==> src/rtl/tick_div_pkg.sv <==
// Shared definitions for the tick divider.
// Assumes: exactly two prescaler groups; channels below the split index use group 0.
package tick_div_pkg;

    localparam int NUM_GROUPS = 2;

    // Returns the prescaler group that serves a channel.
    function automatic int group_of(input int ch, input int split);
        return (ch < split) ? 0 : 1;
    endfunction

endpackage

==> src/rtl/tdiv_prescaler.sv <==
// Prescaler: pulses once every (limit+1) cycles.
// The limit in force is held internally and is reloaded from limit_in only
// when the count wraps, so a changed value never shortens a running period.
// Assumes: limit_in may change on any cycle.
module tdiv_prescaler #(
    parameter int W = 8
) (
    input  logic         clk,
    input  logic         rst_n,
    input  logic [W-1:0] limit_in,
    output logic         pulse
);

    logic [W-1:0] cnt_q;
    logic [W-1:0] lim_q;

    // Pulse when the count reaches the held limit.
    assign pulse = (cnt_q == lim_q);

    // Count up, wrap on pulse and pick up the new limit only then.
    always_ff @(posedge clk) begin
        if (!rst_n) begin
            cnt_q <= '0;
            lim_q <= '0;
        end else if (pulse) begin
            cnt_q <= '0;
            lim_q <= limit_in;
        end else begin
            cnt_q <= cnt_q + 1'b1;
        end
    end

    AST_CNT_IN_RANGE: assert property (@(posedge clk) disable iff (!rst_n)
        cnt_q <= lim_q);
    AST_WRAP_TO_ZERO: assert property (@(posedge clk) disable iff (!rst_n)
        pulse |=> (cnt_q == '0));
    AST_LIMIT_HELD: assert property (@(posedge clk) disable iff (!rst_n)
        !pulse |=> $stable(lim_q));

endmodule

==> src/rtl/tdiv_pow2.sv <==
// Power-of-two divider for one channel.
// A free-running counter advances on each prescaler pulse. The tick fires on
// a pulse when the low k bits of the counter are all ones, with
// k = min(sel + DIV_BASE, MAX_SHIFT).
// Assumes: MAX_SHIFT >= 1.
module tdiv_pow2 #(
    parameter int SEL_W     = 4,
    parameter int MAX_SHIFT = 4,
    parameter int DIV_BASE  = 0
) (
    input  logic             clk,
    input  logic             rst_n,
    input  logic             pre_pulse,
    input  logic [SEL_W-1:0] sel,
    output logic             tick
);

    localparam int CW  = MAX_SHIFT;
    localparam int SHW = $clog2(MAX_SHIFT + 1);

    logic [CW-1:0]  dcnt_q;
    logic [SHW-1:0] shift;
    logic [CW:0]    full_mask;
    logic [CW-1:0]  mask;
    int unsigned    sum_v;

    // Effective shift: offset the code by the base and clamp to the maximum.
    always_comb begin
        sum_v = int'(sel) + DIV_BASE;
        if (sum_v > MAX_SHIFT) shift = SHW'(MAX_SHIFT);
        else                   shift = SHW'(sum_v);
    end

    // Mask covering the low k counter bits.
    assign full_mask = ((CW+1)'(1) << shift) - (CW+1)'(1);
    assign mask      = full_mask[CW-1:0];
    assign tick      = pre_pulse && ((dcnt_q & mask) == mask);

    // Advance the divider counter on each prescaler pulse.
    always_ff @(posedge clk) begin
        if (!rst_n)         dcnt_q <= '0;
        else if (pre_pulse) dcnt_q <= dcnt_q + 1'b1;
    end

    AST_TICK_ON_PULSE: assert property (@(posedge clk) disable iff (!rst_n)
        tick |-> pre_pulse);
    AST_DCNT_STILL: assert property (@(posedge clk) disable iff (!rst_n)
        !pre_pulse |=> $stable(dcnt_q));

endmodule

==> src/rtl/tick_divider.sv <==
// Top: two shared prescalers feeding one power-of-two divider per channel.
// Channels below SPLIT_CH use prescaler 0 (prescale_cfg low byte); the
// rest use prescaler 1 (high byte).
// Assumes: NUM_CH > SPLIT_CH >= 1.
module tick_divider #(
    parameter int NUM_CH    = 5,
    parameter int SPLIT_CH  = 2,
    parameter int PRE_W     = 8,
    parameter int SEL_W     = 4,
    parameter int MAX_SHIFT = 4,
    parameter int DIV_BASE  = 0
) (
    input  logic                    clk,
    input  logic                    rst_n,
    input  logic [2*PRE_W-1:0]      prescale_cfg,
    input  logic [NUM_CH*SEL_W-1:0] divsel_cfg,
    output logic [NUM_CH-1:0]       tick
);
    import tick_div_pkg::*;

    logic [NUM_GROUPS-1:0] pre_pulse;

    // One prescaler per channel group.
    for (genvar g = 0; g < NUM_GROUPS; g++) begin : g_pre
        tdiv_prescaler #(.W(PRE_W)) u_pre (
            .clk      (clk),
            .rst_n    (rst_n),
            .limit_in (prescale_cfg[g*PRE_W +: PRE_W]),
            .pulse    (pre_pulse[g])
        );
    end

    // One divider per channel, fed by its group's prescaler.
    for (genvar c = 0; c < NUM_CH; c++) begin : g_ch
        localparam int GRP = group_of(c, SPLIT_CH);
        tdiv_pow2 #(.SEL_W(SEL_W), .MAX_SHIFT(MAX_SHIFT), .DIV_BASE(DIV_BASE)) u_div (
            .clk       (clk),
            .rst_n     (rst_n),
            .pre_pulse (pre_pulse[GRP]),
            .sel       (divsel_cfg[c*SEL_W +: SEL_W]),
            .tick      (tick[c])
        );
    end

    AST_GROUP0_SAME_CODE: assert property (@(posedge clk) disable iff (!rst_n)
        (divsel_cfg[0 +: SEL_W] == divsel_cfg[SEL_W +: SEL_W]) |-> (tick[0] == tick[1]));
    AST_GROUP1_SAME_CODE: assert property (@(posedge clk) disable iff (!rst_n)
        (divsel_cfg[SPLIT_CH*SEL_W +: SEL_W] == divsel_cfg[(NUM_CH-1)*SEL_W +: SEL_W])
        |-> (tick[SPLIT_CH] == tick[NUM_CH-1]));

endmodule

==> config.mk <==
export PLATFORM = sky130hd
export DESIGN_NAME = tick_divider
export DESIGN_NICKNAME = d
export VERILOG_FILES = /design/src/rtl/tick_div_pkg.sv /design/src/rtl/tdiv_prescaler.sv /design/src/rtl/tdiv_pow2.sv /design/src/rtl/tick_divider.sv
export SDC_FILE = /design/constraint.sdc
export NUM_CORES = 1
export LEC_CHECK = 0
export ABC_AREA = 1
export BUFFER_PORTS_ARGS = -buffer_cell sky130_fd_sc_hd__buf_4
export CAP_MARGIN = 10
export CORE_ASPECT_RATIO = 1.75
export CORE_MARGIN = 5
export CORE_UTILIZATION = 40
export DETAILED_ROUTE_END_ITERATION = 16
export HOLD_SLACK_MARGIN = 0.12
export SLEW_MARGIN = 20
export SYNTH_ARGS = -nofsm -noshare
export SYNTH_HDL_FRONTEND = slang
export SYNTH_SLANG_ARGS = --single-unit
==> constraint.sdc <==
create_clock -name clk -period 4.5 [get_ports clk]
set_clock_uncertainty 0.2 [all_clocks]
set_input_delay 0 -clock clk [delete_from_list [all_inputs] [get_ports clk]]
set_output_delay 0 -clock clk [all_outputs]
set_load 0.05 [all_outputs]
; ---- Word level (Yosys, flattened, before mapping)
; Cells that the tools add are included.
[word_totals]
wordCells = 56
ff_bits = 52
in_bits = 38
[classes]
addsub = 12
muxes = 5
reduce_logical = 7
n_shift = 5
eq_ne = 7
n_bitwise = 6
magnitude_cmp = 5
[ops]
columns = operator, count
row1 = adder 4 x 1 -> 4 bit (second input constant), 5
row2 = AND 4 bit, 5
row3 = equality test 4 bit, 5
row4 = > comparator 4 x 3 -> 1 bit (second input constant), 5
row5 = << shifter 1 x 3 -> 4 bit (first input constant), 5
row6 = subtractor 4 x 2 -> 4 bit (second input constant), 5
row7 = adder 8 x 1 -> 8 bit (second input constant), 2
row8 = equality test 8 bit, 2
row9 = two-way mux 3 bit, 5
row10 = logical AND 1 bit, 5
row11 = OR reduction 2 bit, 2
row12 = NOT 1 bit, 1

; ---- Longest topological paths before layout
; Gate-level depths: netlist of run 1.
[depth]
depth_word = 7
ltp_mapped = 11

; ---- Modules after synthesis
; Synthesis of run 1 repeated with hierarchy kept, for this count alone.
[unflattened]
hier_cells = 475
hier_area_um2 = 3200.6
[by_module_without_submodules]
columns = module, instances, area_per_inst_um2, seq_area_each_um2, cells_per_inst
row1 = tdiv_prescaler, 2, 930.9, 320.3, 140
row2 = tdiv_pow2, 5, 267.8, 80.1, 39

; ---- Least setup slack after synthesis of run 1
; OpenSTA, ideal clock, no wires.
[synth_timing]
kind = reg2out
startpoint = register g_pre[0].u_pre.cnt_q[3]
endpoint = output tick[0]
slack_ns = 2.973
arrival_time_ns = 1.327
path_stages_with_launch = 10
path_buffers = 2
cell_sequence = dfxtp_1 xnor2_1 nand2_1 nor2_2 nand2_2 inv_2 buf_4 nand2_1 nor2_1 buf_4
[synth_via]
elab_chain_cells = 2
[synth_lines]
columns = item, line
row1 = from (decl), tdiv_prescaler.sv:14  ; logic [W-1:0] cnt_q;
row2 = from (signal assigned), tdiv_prescaler.sv:29  ; cnt_q <= cnt_q + 1'b1;
row3 = equality test 8 bit, tdiv_prescaler.sv:18  ; assign pulse = (cnt_q == lim_q);
row4 = logical AND 1 bit, tdiv_pow2.sv:37  ; assign tick = pre_pulse && ((dcnt_q & mask) == mask);
row5 = to (decl), tick_divider.sv:17  ; output logic [NUM_CH-1:0] tick
; No other way between the ends.

; ---- Worst setup path in the final report of run 1
; Ends and elaborated chain as after synthesis.

==> results.md, run 1 <==
- Layout-stage area growth over the synthesis result: 27.7%
- Critical path start-end classification: reg -> out
- Slew @ Worst Pin: 0.471 ns
- Clock Pin Slew Worst Setup and Hold Paths: 0.07 ns
- Max IR drop VDD: 367 µV
- Residual overflow from global routing: 0
- Number of diodes added for antenna fixing: 0
- Largest net degree at the start of global routing: 30
- Wirelength per Cell: 11.6 µm
- Number of buffers created by CTS: 5
- Vert. Die Dim: 124 µm
- Global Route Usage Sum: 0.157
- Starting density of the core: 0.409
- Setup violations, final: 0
- P_leak: 1.69 nW
- Root buf cell: sky130_fd_sc_hd__clkbuf_16
- Clk_lat worst skew: 0.29 ns
- Crit path DAT: 2.10 ns
- Worst hold path startpoint: g_ch[1].u_div.dcnt_q[3]
- Max Root-Sink Buffers: 2
- Remaining number of nets flagged by the antenna check after routing: 0
- Via count of the first global-routing pass: 2649
- Worst hold path class: reg -> reg
- Sequential fraction of the synthesis area: 0.351
- Mapped Avg Cell Area: 6.89 µm²
- Data required time at the worst endpoint: roughly 4.3 ns
- Drt initial violations: 129
- Synthesized net count: 480
- Total core area: slightly above 7000 µm²
- Vias per Instance: 4.79
- Yosys reg bits: between 50 and 60
- Critical R2R Capture: g_pre[0].u_pre.lim_q[5]
- Cell area after technology mapping: ~3000 µm²
- Post-layout instance count excluding filler cells: 583
- First-pass GRT wire length: 11.4 mm
- Number of levels the H-tree was split into: 2
- Hold slack: 0.267 ns
- Placed Instance Area: approximately 3300 µm²
- Total number of vias: 2793
- Iteration count of the initial detailed-routing pass: 4
- Path depth of the worst reg2reg path: 7
- Global placer's final weighted congestion: approximately 0.79
- Summed area of non-filler cells in the final layout: 3780 µm²
- Total of buffers placed on input and output ports: 42
- Die span in x: 75.0 µm
- Routed wire length: 6.76 mm
- Yosys top cell by area: sky130_fd_sc_hd__dfxtp_1
- Number of distinct library cells after synthesis: 30
- Peak Freq: 436 MHz
- Hold Vio Cnt, Final: 0
- Post-layout power: 0.00220 W
- Area enclosed by the die boundary: 9290 µm²
- Number of top-level pins: between 40 and 50
- Synth warnings: 0
- Critical-path maximum fanout: 13
- Worst-case headroom to the max-slew limit: 0.685
- Largest cells by area after synthesis: sky130_fd_sc_hd__dfxtp_1, sky130_fd_sc_hd__nand2_1, sky130_fd_sc_hd__nor2_1, sky130_fd_sc_hd__nand3b_1, sky130_fd_sc_hd__nand3_1
- Status: complete, no violations
- Site Rows: between 40 and 50
- Element type at the critical path start: flip-flop
- Clock tree from TritonCTS: yes
- Number of max-cap violations: 0
- Share of post-route cells with drive strength above 1: 0.135
- Number of instances in the synthesized netlist: 430
- Final-layout fill cell count: a little under 700
- Setup repair after global routing missed its margin: false
- Total number of nets in the final design: between 500 and 600
- Setup slack of the worst register-to-register path: 2.39 ns
- EDFF count, synth: 0
- Top_reg_cell synth: sky130_fd_sc_hd__dfxtp_1
- # clock sinks: between 50 and 60
- Fraction of registers with async set/reset: 0
- Element type at the critical path end: primary output
- Pwr per Cell Area: 581 nW/µm²
- Shortest period the worst path allows: 2.30 ns
- Worst hold stages: 2
- Share of the clock period used by the worst path after layout: 0.510
- Share of Yosys cell area claimed by the top area cell type: 0.351
- Number of placed instances, taps included: about 540
- Critical register-to-register path startpoint: g_pre[0].u_pre.cnt_q[3]
- DPL Wire Length: 5.01 mm
- Total Neg Setup Slack: 0 ns
- Slew Viols, Final: 0
- Antenna violations before repair: 0
- Worst Hold Endpoint: g_ch[1].u_div.dcnt_q[3]
- Drt drc: 0
[power by group]
group | internal, W | total [W] | switching [W]
Clock | 0.000256 | 0.000417 | 0.000160
Combinational | 0.000386 | 0.00108 | 0.000696
Sequential | 0.000587 | 0.000697 | 0.000110
Total | 0.00123 | 0.00220 | 0.000967
[worst max-delay path, cell delays in order (launching register included)]
cell and delay, ns:
sky130_fd_sc_hd__dfxtp_1 0.41, sky130_fd_sc_hd__xnor2_1 0.14, sky130_fd_sc_hd__nand2_1 0.10, sky130_fd_sc_hd__nor2_2 0.33, sky130_fd_sc_hd__nand2_2 0.20, sky130_fd_sc_hd__inv_2 0.25, sky130_fd_sc_hd__nand2_1 0.08, sky130_fd_sc_hd__nor2_1 0.09
sky130_fd_sc_hd__buf_4 0.20
[kinds of logic (layout without fill, tap and decap cells)]
logic type,Yosys count,count (layout),share of synthesized area
and+or+nand+nor,259,259,0.396
buffers and inverters,58,125,0.0862
AOI/OAI and AO/OA,28,28,0.0532
xor gates and xnor gates,21,21,0.0621
adders and majority gates,12,12,0.0507
DFF,52,52,0.352
[final cells by class]
type | count | area [µm²] | share of cell area
inverter | 44 | 168 | 0.0443
clock inverter | 1 | 30.0 | 0.00794
clock buffer | 5 | 125 | 0.0331
timing repair buffer | 75 | 646 | 0.171
sequential | 52 | 1040 | 0.275
tap | 86 | 108 | 0.0284
multi-input combinational | 320 | 1670 | 0.440
[cells in the mapped netlist (2+ instances only)]
cell                       number
sky130_fd_sc_hd__o22ai_1        2
sky130_fd_sc_hd__nand4_1        4
sky130_fd_sc_hd__xnor2_1       11
sky130_fd_sc_hd__nand3_1       35
sky130_fd_sc_hd__clkbuf_1       3
sky130_fd_sc_hd__ha_1          12
sky130_fd_sc_hd__inv_1         38
sky130_fd_sc_hd__dfxtp_1       52
sky130_fd_sc_hd__a21oi_1       19
sky130_fd_sc_hd__xor2_1        10
sky130_fd_sc_hd__nor3_1         6
sky130_fd_sc_hd__o21bai_1       2
sky130_fd_sc_hd__nand2_1       96
sky130_fd_sc_hd__nand2_2        3
sky130_fd_sc_hd__nand3b_1      24
sky130_fd_sc_hd__o21ai_0        2
sky130_fd_sc_hd__nor2_2         4
sky130_fd_sc_hd__inv_2          4
sky130_fd_sc_hd__nor2_1        80
sky130_fd_sc_hd__buf_2          4
sky130_fd_sc_hd__buf_4          6
sky130_fd_sc_hd__or2_2          4
sky130_fd_sc_hd__nor2_4         2
[state kept, by name (all words and copies together), names as in the netlist]
| signal | flops |
|---|---|
| g_pre.u_pre.cnt_q | 16 |
| g_ch.u_div.dcnt_q | 20 |
| g_pre.u_pre.lim_q | 16 |
[per-layer routing]
layer / GRT usage / wire length (µm) / up-vias
met1: 0.165 / 2630 / 1245
met4: 0.0557 / 127 / 0
met5: 0 / 0 / -
li1: - / - / 1492
met3: 0.0291 / 236 / 8
met2: 0.300 / 3770 / 48
[how the worst max path moves through the flow]
| stage | endpoint | slack (ns) | start | cells after the start |
|---|---|---|---|---|
| after global placement | tick[0] | 2.58 | g_pre[0].u_pre.cnt_q[3] | 8 |
| after floorplan | tick[0] | 2.97 | g_pre[0].u_pre.cnt_q[3] | 9 |
| after detailed placement | tick[0] | 2.49 | g_pre[0].u_pre.cnt_q[3] | 8 |
| after CTS | tick[0] | 2.17 | g_pre[0].u_pre.cnt_q[3] | 8 |
| after global routing | tick[0] | 1.93 | g_pre[0].u_pre.cnt_q[3] | 8 |
| final | tick[0] | 2.20 | g_pre[0].u_pre.cnt_q[3] | 8 |
[layout by cell type (no fill, tap or decap), drive strengths merged, types with 6 or more instances in the layout]
master,count
nand2,100
nor2,86
dfxtp,52
inv,43
buf,42
nand3,35
dlygate4sd3,33
nand3b,24
a21oi,19
ha,12
xnor2,11
xor2,10
nor3,6
[per-stage QoR]
stage / utilization / setup slack [ns]
2_1_floorplan: - / 2.97
3_3_place_gp: 0.456 / 2.58
3_5_place_dp: 0.456 / 2.49
4_1_cts: 0.523 / 2.17
5_1_grt: 0.523 / 1.93
6_report: 0.523 / 2.20
[timing repair]
item                                   in CTS  in global routing
setup buffers                               0                  0
hold buffers                               33                  0
endpoints found under the hold margin      35                  0
resized for setup                           0                  0
Power figures use the tool's default switching activity.
==> run 2: changes to the inputs <==
--- a/config.mk
+++ b/config.mk
@@ -5,7 +5,7 @@
 export SDC_FILE = /design/constraint.sdc
 export NUM_CORES = 1
 export LEC_CHECK = 0
-export ABC_AREA = 1
+export ABC_AREA = 0
 export BUFFER_PORTS_ARGS = -buffer_cell sky130_fd_sc_hd__buf_4
 export CAP_MARGIN = 10
 export CORE_ASPECT_RATIO = 1.75
==> constraint.sdc (replaced) <==
create_clock -name clk -period 2.2 [get_ports clk]
set_clock_uncertainty 0.2 [all_clocks]
set_input_delay 0 -clock clk [delete_from_list [all_inputs] [get_ports clk]]
set_output_delay 0 -clock clk [all_outputs]
set_load 0.05 [all_outputs]
==> run 2 against run 1 <==
- critical path type unchanged
- sequential share of layout area rose by 2.0 points
- sequential power rose by 98%
- non-clock buffer count rose by 1
- die area fell by 7.3%
- power rose by 110%
- global-route usage rose by 0.13 points
==> results.md, run 2 <==
- Largest regs: g_ch.u_div.dcnt_q (20), g_pre.u_pre.cnt_q (16), g_pre.u_pre.lim_q (16)
- Number of distinct library cells after synthesis: 29
- Element type at the critical path start: flip-flop
- Residual overflow from global routing: 0
- Synth warnings: 0
- Vert. Die Dim: 119 µm
- Site Rows: 39
- Sequence of cells on the critical path: xnor2_1, and4_1, nand2_1, a2111oi_2, buf_4
- Area enclosed by the die boundary: 8610 µm²
- Peak Freq: 491 MHz
- Total of buffers placed on input and output ports: between 40 and 50
- EDFF count, synth: 0
- Cell family contributing the most delay on the critical path: simple AND/OR/NAND/NOR gates
- Hold slack: 0.273 ns
- Register ranked first by flip-flop count: g_ch.u_div.dcnt_q
- Total setup buffers inserted after CTS: 0
- Summed area of non-filler cells in the final layout: 3530 µm²
- Data required time at the worst endpoint: 2.00 ns
- Share of the clock period used by the worst path after layout: 0.926
- Clock Pin Slew Worst Setup and Hold Paths: ~0.070 ns
- Vias per Instance: 5.32
- Total number of vias: 2493
- Wirelength per Cell: 14.1 µm
- Share of Yosys cell area claimed by the top area cell type: 0.383
- Max IR drop VDD: about 830 µV
- # clock sinks: 52
- Number of top-level pins: 43
- Worst Setup SP: g_pre[0].u_pre.cnt_q[6]
- Drt initial violations: 88
- Top_reg_cell synth: sky130_fd_sc_hd__dfxtp_1
- Largest stage delay on the critical path: 0.37 ns
- Crit path DAT: ~1.8 ns
- Hold Vio Cnt, Final: 0
- Shortest period the worst path allows: 2.04 ns
- Share of post-route cells with drive strength above 1: 0.194
- Setup repair after global routing missed its margin: false
- Most frequent cell after synthesis: sky130_fd_sc_hd__dfxtp_1
- Worst hold path startpoint: divsel_cfg[16]
- Total core area: 6590 µm²
- Count of buffer and inverter cells on the critical path: 1
- Pwr per Cell Area: between 1000 and 1500 nW/µm²
- Layout-stage area growth over the synthesis result: 29.8%
- Sequential fraction of the synthesis area: 0.383
- Number of buffers created by CTS: 5
- Total Neg Setup Slack: 0 ns
- Commonest cells in the netlist: sky130_fd_sc_hd__dfxtp_1, sky130_fd_sc_hd__nand3_1, sky130_fd_sc_hd__a21oi_1
- Most common cell after layout, fill and taps aside: sky130_fd_sc_hd__buf_4
- Fraction of registers with async set/reset: 0
- Via count of the first global-routing pass: 2475
- Worst hold path class: in -> out
- Yosys reg bits: 52
- Placed Instance Area: 3160 µm²
- Post-layout power: roughly 0.0046 W
- Critical register-to-register path startpoint: g_pre[1].u_pre.cnt_q[2]
- Most frequent cells in the layout: sky130_fd_sc_hd__buf_4, sky130_fd_sc_hd__dfxtp_1, sky130_fd_sc_hd__nand3_1
- Mapped Avg Cell Area: 8.34 µm²
- Number of instances in the synthesized netlist: 326
- Clock tree from TritonCTS: yes
- Status: complete, no violations
- Highest-delay cell along the critical path: sky130_fd_sc_hd__a2111oi_2
- Cell area after technology mapping: around 2700 µm²
- Root buf cell: sky130_fd_sc_hd__clkbuf_16
- Global placer's final weighted congestion: 0.799
- Largest cells by area after synthesis: sky130_fd_sc_hd__dfxtp_1, sky130_fd_sc_hd__nand3_1, sky130_fd_sc_hd__xnor2_1, sky130_fd_sc_hd__a21oi_1, sky130_fd_sc_hd__ha_1
- Starting density of the core: 0.413
- Number of diodes added for antenna fixing: 0
- Critical path start-end classification: reg -> out
- Clk_lat worst skew: around 0.28 ns
- P_leak: 1.32 nW
- Iteration count of the initial detailed-routing pass: 4
- First-pass GRT wire length: 11.0 mm
- Drt drc: 0
- Slew Viols, Final: 0
- Routed wire length: between 6 and 7 mm
- Synthesized net count: 376
- Remaining number of nets flagged by the antenna check after routing: 0
- Total number of nets in the final design: 436
- Antenna violations before repair: 0
- Element type at the critical path end: primary output
- Max Root-Sink Buffers: 2
- Global Route Usage Sum: 0.159
- Number of levels the H-tree was split into: 2
- Max reg flops: 20
- Number of max-cap violations: 0
- DPL Wire Length: ~5 mm
- Yosys top cell by area: sky130_fd_sc_hd__dfxtp_1
- Slew @ Worst Pin: 0.464 ns
- Setup violations, final: 0
- Worst-case headroom to the max-slew limit: 0.690
- Critical-path maximum fanout: 3
- Die span in x: around 72 µm
- Largest net degree at the start of global routing: 21
==> run 2: changes by cell type after synthesis, moves of 8 or more <==
cell	previous run	this run
sky130_fd_sc_hd__xnor2_1	11	24
sky130_fd_sc_hd__a21oi_1	19	31
sky130_fd_sc_hd__nand2_1	96	14
sky130_fd_sc_hd__nand3_1	35	43
sky130_fd_sc_hd__o21ai_0	2	26
sky130_fd_sc_hd__nor2_1	80	26
sky130_fd_sc_hd__nand2b_1	0	9
sky130_fd_sc_hd__inv_1	38	6
sky130_fd_sc_hd__nand3b_1	24	1
==> run 2: worst paths after layout <==
| kind | slack [ns] | cells past startpoint | end |
|---|---|---|---|
| setup reg to reg | 0.37 | 5 | g_ch[3].u_div.dcnt_q[3] |
| setup / recovery | 0.16 | 5 | tick[0] |
| hold / removal | 0.27 | 4 | tick[4] |
| hold reg to reg | 0.28 | 1 | g_pre[0].u_pre.cnt_q[0] |
==> run 2: logic make-up after synthesis <==
family	Yosys count	synth area share
AO/OA/AOI/OAI	74	0.150
XOR/XNOR	33	0.112
adder cells (fa/ha/maj)	12	0.0552
buffers and inverters	29	0.0502
flip-flops	52	0.383
multiplexers	5	0.0184
AND/OR/NAND/NOR	121	0.231
==> run 2: tightest hold or removal path: stages <==
cell and delay [ns]:
sky130_fd_sc_hd__buf_4 0.09, sky130_fd_sc_hd__nand2b_1 0.12, sky130_fd_sc_hd__a2111oi_1 0.08, sky130_fd_sc_hd__buf_4 0.19
==> run 2: cell type report <==
type                            instances  area [µm²]
Clock buffer                            6         139
Clock inverter                          2        10.0
Fill cell                             660        3060
Inverter                                6        22.5
Multi-Input combinational cell        245        1580
Sequential cell                        52        1040
Tap cell                               82         103
Timing Repair Buffer                   76         629
==> run 2: routing by layer <==
layer / global-route usage / part of all wire
met5: 0 / 0
met2: 0.322 / 0.59
met3: 0.0185 / 0.026
met1: 0.153 / 0.37
met4: 0.0612 / 0.015
==> run 2: repair_timing <==
| action | in CTS | in global routing |
|---|---|---|
| hold endpoints to repair | 37 | 0 |
| setup endpoints to repair | 3 | 4 |
| hold buffers | 17 | 0 |
| cloned | 0 | 0 |
| resized for setup | 3 | 8 |
==> run 2: stage by stage <==
stage	setup WS (ns)	cells	util
final	0.164	469	0.536
after global routing	0.0112	469	0.536
after CTS	-0.0169	469	0.529
after detailed placement	0.192	444	0.480
after global placement	0.208	444	0.480
after floorplan	0.407	326	-
==> run 2: where the power goes <==
part | switching (W) | internal [W]
sequential | 0.000205 | 0.00118
clock | 0.000324 | 0.000449
combinational | 0.00148 | 0.000964
total | 0.00201 | 0.00259
==> run 3: changes to the inputs <==
--- a/config.mk
+++ b/config.mk
@@ -13,6 +13,7 @@
 export CORE_UTILIZATION = 40
 export DETAILED_ROUTE_END_ITERATION = 16
 export HOLD_SLACK_MARGIN = 0.12
+export REMOVE_ABC_BUFFERS = 1
 export SLEW_MARGIN = 20
 export SYNTH_ARGS = -nofsm -noshare
 export SYNTH_HDL_FRONTEND = slang
==> run 3 against run 2 <==
- first-iteration DRC count grew 4.5%
- critical endpoint is now tick[2]
- largest power group unchanged
- maximum frequency shrank 3.9%
- sequential power barely moved
- worst setup slack lost 0.082 ns
- critical path type unchanged
- sequential cell count is the same
- worst hold slack got worse by 0.0082 ns
- final area is 1.1% lower
==> results.md, run 3 (synthesis results as in run 2) <==
- Status: complete, no violations
- Number of levels the H-tree was split into: 2
- Largest regs: g_ch.u_div.dcnt_q (20), g_pre.u_pre.cnt_q (16), g_pre.u_pre.lim_q (16)
- Total number of nets in the final design: ~430
- Sequence of cells on the critical path: xnor2_1, and4_2, nand2_1, a2111oi_4, buf_4
- Drt initial violations: 92
- Reported net switching power: 0.00193 W
- Global Route Usage Sum: 0.149
- Clock Pin Slew Worst Setup and Hold Paths: 0.06 ns
- Post-layout power: around 0.0045 W
- Count of buffer and inverter cells on the critical path: 1
- Max reg flops: 20
- Number of top-level pins: 43
- Critical path start-end classification: reg -> out
- Setup repair after global routing missed its margin: true
- Drt drc: 0
- Wirelength per Cell: 13.5 µm
- Relative contribution of combinational cells to total power: 0.516
- Layout-stage area growth over the synthesis result: 28.3%
- Total of buffers placed on input and output ports: 42
- Setup violations, final: 0
- Peak Freq: 472 MHz
- Number of max-cap violations: 0
- Max IR drop VDD: ~850 µV
- Int Pwr: 0.00252 W
- Residual overflow from global routing: 0
- Pwr per Cell Area: 1280 nW/µm²
- Die span in x: 72.3 µm
- Shortest period the worst path allows: 2.12 ns
- Total number of vias: 2482
- Switching part of the total power: 0.434
- Slew @ Worst Pin: 0.445 ns
- Most frequent cells in the layout: sky130_fd_sc_hd__buf_4, sky130_fd_sc_hd__dfxtp_1, sky130_fd_sc_hd__nand3_1
- Sequential Area: 1040 µm²
- Total setup buffers inserted after CTS: 0
- Data required time at the worst endpoint: 2.00 ns
- Register ranked first by flip-flop count: g_ch.u_div.dcnt_q
- Hold Vio Cnt, Final: 0
- Element type at the critical path start: flip-flop
- Share of post-route cells with drive strength above 1: 0.185
- Element type at the critical path end: primary output
- Worst-case headroom to the max-slew limit: 0.699
- Final-layout fill cell count: 654
- Number of diodes added for antenna fixing: 0
- Clk_lat worst skew: 0.28 ns
- Multi-input logic area: between 1500 and 2000 µm²
- Routed wire length: ~6.3 mm
- Summed area of non-filler cells in the final layout: 3490 µm²
- Iteration count of the initial detailed-routing pass: 4
- Global placer's final weighted congestion: 0.814
- Vias per Instance: 5.34
- DPL Wire Length: 4.67 mm
- Largest net degree at the start of global routing: 22
- Largest stage delay on the critical path: about 0.4 ns
- Area enclosed by the die boundary: 8610 µm²
- Site Rows: 39
- Starting density of the core: 0.413
- First-pass GRT wire length: 10.6 mm
- Clock tree from TritonCTS: yes
- Highest-delay cell along the critical path: sky130_fd_sc_hd__dfxtp_1
- Clk network pwr share: 0.174
- Slew Viols, Final: 0
- Crit path DAT: roughly 1.9 ns
- Vert. Die Dim: roughly 120 µm
- Register share of total power: 0.311
- # clock sinks: 52
- Remaining number of nets flagged by the antenna check after routing: 0
- P_leak: 1.30 nW
- Cell family contributing the most delay on the critical path: simple AND/OR/NAND/NOR gates
- Most common cell after layout, fill and taps aside: sky130_fd_sc_hd__buf_4
- Antenna violations before repair: 0
- Root buf cell: sky130_fd_sc_hd__clkbuf_16
- Share of the clock period used by the worst path after layout: 0.963
- Critical-path maximum fanout: 5
- Via count of the first global-routing pass: roughly 2500
- Placed Instance Area: roughly 3100 µm²
- Number of buffers created by CTS: 5
- Worst hold path class: reg -> reg
- Total core area: approximately 6600 µm²
- Max Root-Sink Buffers: 2
[run 3: cell types whose count changed in the layout (fill, tap and decap cells not counted), sizes merged]
cell,change
buf,-4
[run 3: metal layers]
| metal | part of all wire | global-route usage | vias up | wire, µm |
|---|---|---|---|---|
| met2 | 0.57 | 0.296 | 35 | 3580 |
| met1 | 0.39 | 0.154 | 1171 | 2450 |
| met5 | 0 | 0 | - | 0 |
| met4 | 0.012 | 0.0424 | 0 | 72 |
| met3 | 0.026 | 0.0219 | 6 | 163 |
| li1 | - | - | 1270 | - |
[run 3: final timing paths]
path	slack, ns	endpoint	cells after the start	from
setup / recovery	0.08	tick[2]	5	g_pre[1].u_pre.cnt_q[2]
setup reg to reg	0.33	g_ch[4].u_div.dcnt_q[3]	5	g_pre[1].u_pre.cnt_q[2]
hold reg to reg	0.26	g_pre[1].u_pre.cnt_q[0]	1	g_pre[1].u_pre.cnt_q[0]
hold / removal	0.26	g_pre[1].u_pre.cnt_q[0]	1	g_pre[1].u_pre.cnt_q[0]
[run 3: through the flow]
| stage | TNS, ns | setup slack (ns) | instances | util | hold WS [ns] |
|---|---|---|---|---|---|
| final | 0 | 0.0814 | 465 | 0.530 | 0.265 |
| after global routing | -0.0381 | -0.0295 | 465 | 0.530 | 0.295 |
| after CTS | 0 | 0.00709 | 465 | 0.524 | 0.288 |
| after detailed placement | 0 | 0.247 | 440 | 0.476 | 0.0700 |
| after global placement | 0 | 0.190 | 440 | 0.476 | 0.0629 |
| after floorplan | -7.79 | -1.65 | 303 | - | -0.0541 |
[run 3: power groups by stage]
stage	clock (W)	sequential (W)	combinational, W
2_1_floorplan	0	0.00135	0.00130
4_1_cts	0.000795	0.00138	0.00228
5_1_grt	0.000828	0.00142	0.00258
6_report	0.000773	0.00138	0.00230
3_5_place_dp	0	0.00140	0.00225
3_3_place_gp	0	0.00140	0.00221
[run 3: cell type report]
cell class,instances,area share
Multi-Input combinational cell,245,0.452
Sequential cell,52,0.299
Inverter,6,0.00646
Clock buffer,6,0.0398
Clock inverter,2,0.00287
Tap cell,82,0.0294
Timing Repair Buffer,72,0.171
[run 3: repair_timing]
action / CTS / global route
gates resized for setup: 2 / 9
hold buffers: 17 / 0
hold endpoints to repair: 37 / 0
setup endpoints to repair: 2 / 5
cloned: 0 / 0
